File: config.mk
export PLATFORM = sky130hd
export DESIGN_NAME = lru_cam
export DESIGN_NICKNAME = d
export VERILOG_FILES = /design/src/rtl/cam_pkg.sv /design/src/rtl/cam_table.sv /design/src/rtl/cam_match.sv /design/src/rtl/cam_lru.sv /design/src/rtl/lru_cam.sv
export SDC_FILE = /design/constraint.sdc
export NUM_CORES = 2
export LEC_CHECK = 0
export BUFFER_PORTS_ARGS = -buffer_cell sky130_fd_sc_hd__buf_2
export CAP_MARGIN = 20
export CORE_MARGIN = 5
export CORE_UTILIZATION = 33
export DETAILED_ROUTE_END_ITERATION = 10
export PLACE_DENSITY = 0.51
export SLEW_MARGIN = 20
export SYNTH_ARGS = -nofsm -noshare
export SYNTH_HDL_FRONTEND = slang
export SYNTH_SLANG_ARGS = --single-unit
File: constraint.sdc
create_clock -name clk -period 5.2 [get_ports clk]
set_input_delay 0.26 -clock clk [delete_from_list [all_inputs] [get_ports clk]]
set_output_delay 0.26 -clock clk [all_outputs]
set_load 0.005 [all_outputs]
File: src/rtl/cam_pkg.sv
`timescale 1ns/1ps
package cam_pkg;
   typedef enum logic [2:0] {
      CMD_LOOKUP = 3'd0,
      CMD_WRITE  = 3'd1,
      CMD_LOCK   = 3'd2,
      CMD_UNLOCK = 3'd3,
      CMD_CLEAR  = 3'd4
   } cam_cmd_e;

   typedef enum logic [1:0] {
      ST_MISS   = 2'b00,
      ST_HIT    = 2'b01,
      ST_LOCKED = 2'b11
   } cam_status_e;
endpackage

File: src/rtl/cam_table.sv
`timescale 1ns/1ps
module cam_table #(
   parameter int ENTRIES = 16,
   parameter int KEY_W   = 32,
   localparam int IDX_W  = $clog2(ENTRIES)
) (
   input  logic                     clk,
   input  logic                     rst_n,
   input  logic                     clear_all,
   input  logic                     wr_en,
   input  logic                     lock_set,
   input  logic                     lock_clr,
   input  logic [IDX_W-1:0]         sel_idx,
   input  logic [KEY_W-1:0]         wr_tag,
   output logic [ENTRIES*KEY_W-1:0] tags,
   output logic [ENTRIES-1:0]       valid,
   output logic [ENTRIES-1:0]       locked
);
   for (genvar e = 0; e < ENTRIES; e++) begin : g_entry
      logic sel;
      assign sel = (sel_idx == IDX_W'(e));

      always_ff @(posedge clk) begin
         if (!rst_n || clear_all) begin
            tags[e*KEY_W +: KEY_W] <= '0;
            valid[e]               <= 1'b0;
            locked[e]              <= 1'b0;
         end else if (sel) begin
            if (wr_en) begin
               tags[e*KEY_W +: KEY_W] <= wr_tag;
               valid[e]               <= 1'b1;
               locked[e]              <= 1'b0;
            end else if (lock_set) begin
               locked[e] <= 1'b1;
            end else if (lock_clr) begin
               locked[e] <= 1'b0;
            end
         end
      end
   end
endmodule

File: src/rtl/cam_match.sv
`timescale 1ns/1ps
module cam_match #(
   parameter int ENTRIES = 16,
   parameter int KEY_W   = 32,
   localparam int IDX_W  = $clog2(ENTRIES)
) (
   input  logic [ENTRIES*KEY_W-1:0] tags,
   input  logic [ENTRIES-1:0]       valid,
   input  logic [KEY_W-1:0]         key,
   output logic                     hit_any,
   output logic [IDX_W-1:0]         hit_idx
);
   logic [ENTRIES-1:0] hit_vec;

   for (genvar e = 0; e < ENTRIES; e++) begin : g_cmp
      assign hit_vec[e] = valid[e] && (tags[e*KEY_W +: KEY_W] == key);
   end

   assign hit_any = |hit_vec;

   // lowest matching index has priority
   always_comb begin
      hit_idx = '0;
      for (int i = ENTRIES - 1; i >= 0; i--) begin
         if (hit_vec[i]) hit_idx = IDX_W'(i);
      end
   end
endmodule

File: src/rtl/cam_lru.sv
`timescale 1ns/1ps
module cam_lru #(
   parameter int ENTRIES = 16,
   localparam int IDX_W  = $clog2(ENTRIES)
) (
   input  logic             clk,
   input  logic             rst_n,
   input  logic             clear_all,
   input  logic             touch_en,
   input  logic [IDX_W-1:0] touch_idx,
   output logic [IDX_W-1:0] oldest
);
   // age_q[0] is the oldest entry, age_q[ENTRIES-1] the newest
   logic [IDX_W-1:0] age_q [ENTRIES];
   logic [IDX_W-1:0] age_d [ENTRIES];
   logic [IDX_W-1:0] pos;

   always_comb begin
      pos = '0;
      for (int i = 0; i < ENTRIES; i++) begin
         if (age_q[i] == touch_idx) pos = IDX_W'(i);
      end
   end

   always_comb begin
      for (int i = 0; i < ENTRIES; i++) age_d[i] = age_q[i];
      if (touch_en) begin
         for (int i = 0; i < ENTRIES - 1; i++) begin
            if (i >= int'(pos)) age_d[i] = age_q[i+1];
         end
         age_d[ENTRIES-1] = touch_idx;
      end
   end

   always_ff @(posedge clk) begin
      for (int i = 0; i < ENTRIES; i++) begin
         if (!rst_n || clear_all) age_q[i] <= IDX_W'(i);
         else                     age_q[i] <= age_d[i];
      end
   end

   assign oldest = age_q[0];
endmodule

File: src/rtl/lru_cam.sv
`timescale 1ns/1ps
module lru_cam
   import cam_pkg::*;
#(
   parameter int ENTRIES = 16,
   parameter int KEY_W   = 32,
   localparam int IDX_W  = $clog2(ENTRIES),
   localparam int WORD_W = IDX_W + 2
) (
   input  logic              clk,
   input  logic              rst_n,
   input  logic              req_valid,
   input  logic [2:0]        req_cmd,
   input  logic [KEY_W-1:0]  req_key,
   input  logic [IDX_W-1:0]  req_idx,
   output logic              res_valid,
   output logic [1:0]        res_status,
   output logic [IDX_W-1:0]  res_entry,
   output logic [WORD_W-1:0] res_word
);
   if (ENTRIES < 2 || (1 << IDX_W) != ENTRIES) begin : g_bad_entries
      $error("lru_cam: ENTRIES must be a power of two and at least 2");
   end
   if (KEY_W < 1) begin : g_bad_key
      $error("lru_cam: KEY_W must be positive");
   end

   logic do_lookup, do_write, do_lock, do_unlock, do_clear;
   assign do_lookup = req_valid && (req_cmd == CMD_LOOKUP);
   assign do_write  = req_valid && (req_cmd == CMD_WRITE);
   assign do_lock   = req_valid && (req_cmd == CMD_LOCK);
   assign do_unlock = req_valid && (req_cmd == CMD_UNLOCK);
   assign do_clear  = req_valid && (req_cmd == CMD_CLEAR);

   logic [ENTRIES*KEY_W-1:0] tags;
   logic [ENTRIES-1:0]       valid, locked;
   logic                     hit_any;
   logic [IDX_W-1:0]         hit_idx, oldest;
   logic                     hit_locked;

   cam_table #(.ENTRIES(ENTRIES), .KEY_W(KEY_W)) u_table (
      .clk(clk), .rst_n(rst_n), .clear_all(do_clear),
      .wr_en(do_write), .lock_set(do_lock), .lock_clr(do_unlock),
      .sel_idx(req_idx), .wr_tag(req_key),
      .tags(tags), .valid(valid), .locked(locked)
   );

   cam_match #(.ENTRIES(ENTRIES), .KEY_W(KEY_W)) u_match (
      .tags(tags), .valid(valid), .key(req_key),
      .hit_any(hit_any), .hit_idx(hit_idx)
   );

   assign hit_locked = locked[hit_idx];

   logic             touch_en;
   logic [IDX_W-1:0] touch_idx;
   assign touch_en  = do_write || (do_lookup && hit_any && !hit_locked);
   assign touch_idx = do_write ? req_idx : hit_idx;

   cam_lru #(.ENTRIES(ENTRIES)) u_lru (
      .clk(clk), .rst_n(rst_n), .clear_all(do_clear),
      .touch_en(touch_en), .touch_idx(touch_idx), .oldest(oldest)
   );

   cam_status_e st_d;
   always_comb begin
      if (!hit_any)        st_d = ST_MISS;
      else if (hit_locked) st_d = ST_LOCKED;
      else                 st_d = ST_HIT;
   end

   always_ff @(posedge clk) begin
      if (!rst_n) begin
         res_valid  <= 1'b0;
         res_status <= ST_MISS;
         res_entry  <= '0;
      end else begin
         res_valid <= do_lookup;
         if (do_lookup) begin
            res_status <= st_d;
            res_entry  <= hit_any ? hit_idx : oldest;
         end
      end
   end

   assign res_word = {res_status, res_entry};
endmodule

==> reports/qor.yml <==
status: "finished, final reports clean"
synth-edff-count: 0
cp_num_cells: 21
firstDrtPassIters: 5
fin_crit_sh: 0.9746
worst-path-buf-inv: 6
max_freq_mhz: 197.3
gr-usage-all-layers: 0.2055
final_hold_viol_count: 0
area_growth_pct: 17.96
top_layer: "met4"
layout_common_cells: "nand2_1 (1,176), dfxtp_1 (615), a21oi_1 (546)"
cp-start-kind: "input pin"
min_path_cells: 3
synth.distinct_cells: 82
routedLengthMet1_um: 49820
grt_pass1_wl_um: 160900
root_buffer: "clkbuf_16"
start_util: 0.3326
worstSetupPathType: "in -> reg"
r2r_cells: 18
worstReg2RegStart: "u_table.tags[447]"
critPathLaunch: "req_key[30]"
r2r_slack_ns: 0.33
wl_per_cell_um: 19.66
synth_fp_nets: 4057
htreeDepth: 3
ios: 55
wirelength_um: 106100
leakagePower_uw: 0.01286
ys_ff_latch: 615
grt_pass1_vias: 25716
critPathMaxFanout: 16
async_reset_ff_frac: 0
hold_path_end: "u_table.tags[452]"
synth-seq-area-share: 0.3961
netlist_area_um2: 31080
crit_slowest_cell: "dlygate4sd3_1"
worst_setup_path_end_kind: "register"
period_minus_slack_ns: 5.068
final_common_cell: "nand2_1"
drc: 0
post_cts_buffers: 0
clock_skew_ns: 0.02573
syn_area_per_cell_um2: 7.742
p_per_area_nw_per_um2: 302.5
r2r_end: "u_lru.age_q[0][2]"
ir_drop_v: 0.0002371
synthCells: 4015
num_vias: 27594
dieArea_um2: 100400
core_area_um2: 93470
place_congestion: 0.8712
met3_length_um: 5652
diodes: 0
fin_ws_ns: 0.1319
dp_hpwl_um: 72720
place.port_buffers: 54
synth_warnings: 0
first_iter_violations: 2564
cts_tree: "yes"
cts_buffers: 72
slew_violations: 0
cap_violations: 0
rows: 112
cts_max_path_buffers: 3
grt_start_max_net_pins: 132
crit_family: "simple AND/OR/NAND/NOR gates"
place_ws_ns: -0.2464
ant_nets: 0
clk-insertion-delay-late_ns: 0.64
power_uw: 11090
die_h_um: 316.9
die_w_um: 316.9
cp_data_required_time_ns: 5.75
met2_length_um: 47700
relSlewSlack: 0.3211
holdCritPathClass: "in -> reg"
path_cells: "dlygate4sd3_1 > buf_2 > buf_12 > buf_4 > xnor2_1 > nand4_1 > nor4_1 > nand3_1 > nand4_1 > nand2b_1 > a32oi_4 > buf_12 > xor2_1 > nor4b_1 > a2111oi_0 > buf_4 > o21ai_2 > nand4b_4 > or2_1 > nor2_4 > mux2i_1"
setup_viol: 0
crit_path_max_incr_delay_ns: 0.52
antenna_found_initial: 2
synthFlopType: "dfxtp_1"
overflow: 0
via_per_inst: 5.110
fin_nets: 4130
layout-drive-gt1-share: 0.1216
worstHoldStart: "req_key[4]"
crit_arrival_ns: 5.62
clk_pin_slew_ns: 0.06
cts_sinks: 615
worst_slew_pin_slew_ns: 1.014
[how the worst max path moves through the flow]
stage / to / slack (ns)
CTS: u_lru.age_q[0][19] / 0.07
global route: u_lru.age_q[0][3] / -0.002
floorplan: u_lru.age_q[0][1] / 0.75
detailed placement: u_lru.age_q[0][19] / -0.25
finish: u_lru.age_q[0][2] / 0.13
global placement: u_lru.age_q[1][1] / -0.19
[sequential cells by signal (all words and copies together) (netlist names)]
name	cells
u_table.tags	512
u_lru.age_q	64
u_table.locked	16
u_table.valid	16
res_entry	4
res_status	2
res_valid	1
[worst register-to-register path: stages, from the launching register on]
cell	delay (ns)
dfxtp_1	0.35
xnor2_1	0.12
buf_4	0.15
nor4b_1	0.29
nand4_1	0.17
nor4_1	0.48
buf_4	0.24
nand4b_1	0.21
o2111ai_4	0.23
o21ai_4	0.45
xor2_1	0.32
nor4b_1	0.13
a2111oi_0	0.43
buf_4	0.19
o21ai_2	0.06
nand4b_4	0.18
or2_1	0.37
nor2_4	0.22
mux2i_1	0.20
[Yosys cell counts (all sizes together) (10+ instances only)]
master	number	area (µm²)
a211oi	12	102.6
a21oi	550	2764
a31oi	11	75.07
buf	106	701.9
clkbuf	220	825.8
dfxtp	615	12310
inv	21	78.83
mux2i	64	640.6
nand2	1178	4422
nand2b	13	81.33
nand3	49	245.2
nand4	72	450.4
nand4b	24	225.2
nor2	124	475.5
nor3	46	230.2
nor4	174	1101
nor4b	13	113.9
o211ai	10	93.84
o21ai	33	180.2
or4	15	120.1
xnor2	151	1330
xor2	412	3616
[area by class of cell]
cell class                 instances  area (µm²)
fill                            9572       56800
sequential                       615       12310
multi-input combinational       3053       17300
inverter                          21       78.83
tap                             1254        1569
clock buffer                     101        2083
clock inverter                    31       395.4
timing repair buffer             325        2930
[metal layers]
metal  up-vias  track usage
li1      13587            -
met3       163      0.03043
met4         0      0.05469
met2       728       0.3269
met5         -            0
met1     13116       0.2923
[through the flow]
stage	hold slack [ns]	TNS [ns]	instance area, µm²	util	instances
floorplan	0.3957	0	31080	-	4015
global placement	0.4454	-3.949	34040	0.3642	5258
detailed placement	0.4525	-3.687	34070	0.3645	5260
CTS	0.004338	0	36630	0.3919	5400
global route	0.02157	-0.001577	36670	0.3923	5400
finish	0.03611	0	36670	0.3923	5400
[where the power goes]
part	internal (µW)	leakage, µW	switching, µW
combinational	331	0.00669	660
sequential	4730	0.00496	18.9
clock	3170	0.00121	2190
total	8230	0.0129	2860
[timing repair]
item,in CTS,in global routing
setup endpoints to repair,0,40
resized for setup,0,8
endpoints found under the hold margin,12,0
hold buffers,8,0
[logic make-up (layout without fill, tap and decap cells)]
| group | count (synthesis) | count (layout) | synth area share |
|---|---|---|---|
| simple gates | 1754 | 1754 | 0.2509 |
| buf+inv | 347 | 478 | 0.05168 |
| compound gates | 668 | 668 | 0.1202 |
| xor+xnor | 563 | 563 | 0.1591 |
| flops | 615 | 615 | 0.3961 |
| mux | 68 | 68 | 0.02206 |
(Power assumes the default switching activity.)
